`config.mk`:
```
export PLATFORM = sky130hd
export DESIGN_NAME = pmm_clkdiv
export DESIGN_NICKNAME = d
export VERILOG_FILES = /design/src/rtl/pmm_pkg.sv /design/src/rtl/pmm_rx_edge.sv /design/src/rtl/pmm_divider.sv /design/src/rtl/pmm_irq_gate.sv /design/src/rtl/pmm_clkdiv.sv
export SDC_FILE = /design/constraint.sdc
export NUM_CORES = 1
export LEC_CHECK = 0
export CELL_PAD_IN_SITES_DETAIL_PLACEMENT = 0
export CELL_PAD_IN_SITES_GLOBAL_PLACEMENT = 2
export CORE_ASPECT_RATIO = 1.25
export CORE_MARGIN = 5
export CORE_UTILIZATION = 30
export CTS_BUF_LIST = sky130_fd_sc_hd__clkbuf_4 sky130_fd_sc_hd__clkbuf_8
export DETAILED_ROUTE_END_ITERATION = 16
export GPL_ROUTABILITY_DRIVEN = 0
export MAX_ROUTING_LAYER = met4
export PLACE_DENSITY = 0.78
export SETUP_SLACK_MARGIN = 0.3
export SYNTH_ARGS = -nofsm -noshare
export SYNTH_HDL_FRONTEND = slang
export SYNTH_SLANG_ARGS = --single-unit
```
`constraint.sdc`:
```
create_clock -name clk -period 1.64 [get_ports clk]
set_input_delay 0.41 -clock clk [delete_from_list [all_inputs] [get_ports clk]]
set_output_delay 0.41 -clock clk [all_outputs]
set_load 0.02 [all_outputs]
```
`src/rtl/pmm_pkg.sv`:
```
package pmm_pkg;
  // Terminal count of a divider of the given width.
  function automatic logic div_is_last(input logic [15:0] cnt, input int unsigned width);
    logic [15:0] last;
    last = (16'(1) << width) - 16'(1);
    return cnt == last;
  endfunction

  // Falling edge between two successive synchronized samples.
  function automatic logic is_fall(input logic older, input logic newer);
    return older & ~newer;
  endfunction
endpackage

```
`src/rtl/pmm_rx_edge.sv`:
```
module pmm_rx_edge #(
  parameter int NUM_PORTS = 2
) (
  input  logic                 clk,
  input  logic                 rst_n,
  input  logic [NUM_PORTS-1:0] line_i,
  output logic [NUM_PORTS-1:0] fall_o
);
  for (genvar p = 0; p < NUM_PORTS; p++) begin : g_port
    logic meta_q, sync_q, prev_q;
    always_ff @(posedge clk) begin
      if (!rst_n) begin
        meta_q <= 1'b1;
        sync_q <= 1'b1;
        prev_q <= 1'b1;
      end else begin
        meta_q <= line_i[p];
        sync_q <= meta_q;
        prev_q <= sync_q;
      end
    end
    assign fall_o[p] = pmm_pkg::is_fall(prev_q, sync_q);
  end
endmodule

```
`src/rtl/pmm_divider.sv`:
```
module pmm_divider #(
  parameter int DIV_BITS = 10
) (
  input  logic clk,
  input  logic rst_n,
  input  logic run_i,
  output logic tick_o
);
  logic [DIV_BITS-1:0] cnt_q;

  always_ff @(posedge clk) begin
    if (!rst_n)      cnt_q <= '0;
    else if (run_i)  cnt_q <= cnt_q + 1'b1;
    else             cnt_q <= '0;
  end

  assign tick_o = run_i & pmm_pkg::div_is_last(16'(cnt_q), DIV_BITS);
endmodule

```
`src/rtl/pmm_irq_gate.sv`:
```
module pmm_irq_gate #(
  parameter int HOLD_INSNS = 2
) (
  input  logic clk,
  input  logic rst_n,
  input  logic prot_wr_i,
  input  logic boundary_i,
  output logic busy_o
);
  localparam int HW = $clog2(HOLD_INSNS + 1);
  logic [HW-1:0] left_q;

  always_ff @(posedge clk) begin
    if (!rst_n)                           left_q <= '0;
    else if (prot_wr_i)                   left_q <= HW'(HOLD_INSNS);
    else if (boundary_i && left_q != '0)  left_q <= left_q - 1'b1;
  end

  assign busy_o = prot_wr_i | (left_q != '0);
endmodule

```
`src/rtl/pmm_clkdiv.sv`:
```
module pmm_clkdiv #(
  parameter int NUM_PORTS  = 2,
  parameter int DIV_BITS   = 10,
  parameter int HOLD_INSNS = 2
) (
  input  logic                 clk,
  input  logic                 rst_n,
  input  logic                 mode_wr,
  input  logic                 mode_wr_slow,
  input  logic [NUM_PORTS-1:0] rx_en,
  input  logic [NUM_PORTS-1:0] rx_line,
  input  logic [NUM_PORTS-1:0] tx_load,
  input  logic                 irq_pend,
  input  logic                 insn_boundary,
  input  logic                 prot_wr,
  output logic                 clk_en,
  output logic                 slow_mode,
  output logic                 sb_flag
);
  logic                 slow_q, flag_q, tx_pend_q;
  logic                 tick, defer_busy;
  logic [NUM_PORTS-1:0] rx_fall;

  // Named internal events, observed by the checker.
  logic rx_exit_w, tx_exit_w, irq_exit_w, auto_exit_w, irq_ok_w, pend_w;

  pmm_rx_edge #(.NUM_PORTS(NUM_PORTS)) u_rx (
    .clk(clk), .rst_n(rst_n), .line_i(rx_line), .fall_o(rx_fall));

  pmm_divider #(.DIV_BITS(DIV_BITS)) u_div (
    .clk(clk), .rst_n(rst_n), .run_i(slow_q), .tick_o(tick));

  pmm_irq_gate #(.HOLD_INSNS(HOLD_INSNS)) u_irq (
    .clk(clk), .rst_n(rst_n), .prot_wr_i(prot_wr),
    .boundary_i(insn_boundary), .busy_o(defer_busy));

  assign irq_ok_w    = irq_pend & ~defer_busy;
  assign rx_exit_w   = slow_q & (|(rx_fall & rx_en));
  assign tx_exit_w   = slow_q & tx_pend_q & insn_boundary;
  assign irq_exit_w  = slow_q & tick & irq_ok_w;
  assign auto_exit_w = rx_exit_w | tx_exit_w | irq_exit_w;
  assign pend_w      = tx_pend_q | (|tx_load) | irq_ok_w | (|(rx_fall & rx_en));

  always_ff @(posedge clk) begin
    if (!rst_n)               tx_pend_q <= 1'b0;
    else if (|tx_load)        tx_pend_q <= 1'b1;
    else if (insn_boundary)   tx_pend_q <= 1'b0;
  end

  always_ff @(posedge clk) begin
    if (!rst_n) begin
      slow_q <= 1'b0;
      flag_q <= 1'b0;
    end else if (auto_exit_w) begin
      slow_q <= 1'b0;
      flag_q <= 1'b1;
    end else if (mode_wr) begin
      if (mode_wr_slow && pend_w) begin
        slow_q <= 1'b0;
        flag_q <= 1'b1;
      end else begin
        slow_q <= mode_wr_slow;
        flag_q <= 1'b0;
      end
    end
  end

  assign clk_en    = ~slow_q | tick | rx_exit_w;
  assign slow_mode = slow_q;
  assign sb_flag   = flag_q;
endmodule

```
==> results.sh <==
export IMPL_grt_pass1_wl_mm=3.14
export IMPL_critPathCaptureType="output port"
export IMPL_setup_viol=1
export IMPL_violations="setup timing"
export IMPL_synthSimpleGateAreaFrac=0.292
export IMPL_finalCoreUtilization=0.468
export IMPL_worstSetupStartpointType="flop"
export IMPL_layout_nets=142
export IMPL_wl_per_cell_um=11.2
export IMPL_diodes=0
export IMPL_hold_worst_slack_ns=0.428
export IMPL_synth_top_family_by_area="simple AND/OR/NAND/NOR gates"
export IMPL_p_per_area_nw_per_um2=718
export IMPL_ir_drop_mv=0.440
export IMPL_rr_endpoint="sb_flag"
export IMPL_num_rows=21
export IMPL_final_hold_viol_count=0
export IMPL_grt_pass1_vias=807
export IMPL_synth_seq_cells=21
export IMPL_crit_path_cell_trace="ha_4, and4_4, nand3_2, nand3_2, buf_6"
export IMPL_htreeDepth=1
export IMPL_cpPeakStageDelay_ns=0.37
export IMPL_synth_seq_area_share=0.493
export IMPL_gr_total_overflow=0
export IMPL_tns_ns=-0.0519
export IMPL_drtIter0Drc=13
export IMPL_syn_area_um2=852
export IMPL_critPathRequiredTime_ns=1.23
export IMPL_drv_cap=0
export IMPL_synth_xor_area_share=0.0822
export IMPL_muxShareOfSynthArea=0
export IMPL_cts_buffers=3
export IMPL_slowest_stage="dfxtp_2"
export IMPL_fin_area_um2=1270
export IMPL_cts_root_buf="clkbuf_4"
export IMPL_die_y_um=69.6
export IMPL_rsz0062_at_grt="yes"
export IMPL_p_total_mw=0.910
export IMPL_syn_nets=104
export IMPL_reg2reg_from="u_div.cnt_q[1]"
export IMPL_dpl_cell_count=155
export IMPL_maxSlewViolCount=0
export IMPL_global_route_usage_total=0.102
export IMPL_final_cells=160
export IMPL_reg2regPathDepth=6
export IMPL_cp_max_fo=2
export IMPL_reg2reg_slack_ns=0.22
export IMPL_worstSkewPairLatency_ns=0.30
export IMPL_portBuffers=15
export IMPL_fmax_mhz=591
export IMPL_crit_top_cell="nand3_2"
export IMPL_dieArea_um2=4010
export IMPL_grt_max_degree=12
export IMPL_place_hpwl_mm=1.41
export IMPL_worstPathArrival_ns=1.28
export IMPL_fin_crit_ns=1.69
export IMPL_clock_path_buffers=2
export IMPL_die_w_um=57.7
export IMPL_syn_to_final_growth_pct=48.6
export IMPL_hp_start="u_rx.g_port[0].meta_q"
export IMPL_ys_warnings_count=0
export IMPL_num_vias=724
export IMPL_synth_compound_area_share=0.0837
export IMPL_syn_avg_cell_area_um2=9.57
export IMPL_synth_cell_types=28
export IMPL_drive_above_1_share=0.357
export IMPL_via_per_inst=4.53
export IMPL_drtAntennaViolNets=0
export IMPL_status="complete, but fails checks"
export IMPL_path_clk_slew_ns=0.12
export IMPL_min_path_type="flop to flop"
export IMPL_antenna_found_initial=0
export IMPL_coreArea_um2=2710
export IMPL_drc=0
export IMPL_start_util=0.315
export IMPL_synth_fa_ha_area_frac=0.0294
export IMPL_worst_pin_slew_ns=0.331
export IMPL_dpl_cell_area_um2=1190
export IMPL_drt_wl_total_mm=1.80
export IMPL_worst_slack_ns=-0.0519
export IMPL_cts_sinks=21
export IMPL_slew_headroom=0.779
export IMPL_leakagePower_nw=0.476
export IMPL_min_to="u_rx.g_port[0].sync_q"
export IMPL_period_share=1.03
export IMPL_worstSetupPathType="flop to output port"
export IMPL_place_ws_ns=-0.565
export IMPL_tritoncts="done"
export IMPL_netlist_instances=89
export IMPL_io_pins=16
export IMPL_hold_path_depth=1
export IMPL_finalClockSkew_ns=0.00920
export IMPL_dr_pass1_iters=3
[flip-flops by register name, summed over array words and instances, names as in the netlist]
name                flops
slow_mode               1
u_rx.g_port.prev_q      2
tx_pend_q               1
u_div.cnt_q            10
u_rx.g_port.sync_q      2
u_rx.g_port.meta_q      2
sb_flag                 1
u_irq.left_q            2
[cell type report]
cell class                      count  area [um^2]
Clock buffer                        4         30.0
Fill cell                         280         1440
Inverter                            3         11.3
Multi-Input combinational cell     64          474
Sequential cell                    21          427
Tap cell                           34         42.5
Timing Repair Buffer               34          282
[layout by cell type, fill, tap and decap left out, drive strengths merged, types with 2 or more instances in the layout]
| cell | instances |
|---|---|
| a21oi | 3 |
| and4 | 2 |
| buf | 22 |
| clkbuf | 4 |
| clkdlybuf4s50 | 10 |
| dfxtp | 21 |
| dlygate4sd2 | 2 |
| ha | 2 |
| inv | 3 |
| nand2 | 8 |
| nand2b | 6 |
| nand3 | 5 |
| nand4 | 2 |
| nor2 | 9 |
| nor2b | 3 |
| nor4 | 2 |
| o21a | 2 |
| o21ai | 2 |
| o31a | 2 |
| xnor2 | 4 |
| xor2 | 4 |
[metal layers]
metal,vias up,wire length [um],global-route usage
met4,0,22,0.0593
met3,2,40,0.0168
met2,11,905,0.166
met5,-,0,-
met1,333,829,0.115
li1,378,-,-
[where the power goes]
| part | total [mW] | internal, mW | switching, mW |
|---|---|---|---|
| combinational | 0.117 | 0.0680 | 0.0490 |
| sequential | 0.535 | 0.526 | 0.00894 |
| clock | 0.258 | 0.111 | 0.147 |
[worst max-delay path, delay by kind of cell (launching register included)]
kind                       cells  cell delay (ns)
DFF                            1             0.37
adders and majority gates      1             0.13
buffers and inverters          1             0.12
and+or+nand+nor                3             0.37
[synth_stat cells]
master / instances / share of area
o21a_1: 2 / 0.018
nand4_1: 2 / 0.015
a21oi_1: 3 / 0.018
or3_1: 1 / 0.0073
and4_1: 1 / 0.010
inv_1: 3 / 0.013
o21ai_0: 2 / 0.012
xor2_1: 4 / 0.041
xnor2_1: 4 / 0.041
nor3_1: 1 / 0.0059
nand3b_1: 1 / 0.0088
nor4_2: 2 / 0.029
nand2_1: 8 / 0.035
nand3_2: 1 / 0.012
a31oi_1: 1 / 0.0073
nor3b_1: 1 / 0.0088
a211oi_1: 1 / 0.0088
and3_1: 1 / 0.0073
nand3_1: 4 / 0.023
and3b_1: 1 / 0.010
dfxtp_1: 21 / 0.49
o31a_1: 2 / 0.021
nand2b_1: 6 / 0.044
buf_2: 1 / 0.0059
and4_4: 1 / 0.013
nor2_1: 9 / 0.040
nor2b_1: 3 / 0.022
ha_1: 2 / 0.029
[kinds of logic (layout without fill, tap and decap cells)]
| kind of cell | count (synthesis) | in the layout |
|---|---|---|
| AO/OA/AOI/OAI | 11 | 11 |
| XOR/XNOR | 8 | 8 |
| AND/OR/NAND/NOR | 43 | 43 |
| buffers and inverters | 4 | 41 |
| adder cells (fa/ha/maj) | 2 | 2 |
| flip-flops | 21 | 21 |
[how the worst max path moves through the flow]
stage	start	to
after floorplan	u_irq.left_q[0]	sb_flag
after global placement	rx_en[1]	clk_en
after detailed placement	rx_en[1]	clk_en
after CTS	u_div.cnt_q[0]	clk_en
after global routing	u_div.cnt_q[1]	clk_en
final	u_div.cnt_q[1]	clk_en
[repair_timing]
item                                    CTS  global route
setup buffers                             1             0
endpoints found under the setup margin    5             7
pin swaps                                12             7
hold buffers                              0             0
resized for setup                        26             3
(Power assumes the default switching activity.)
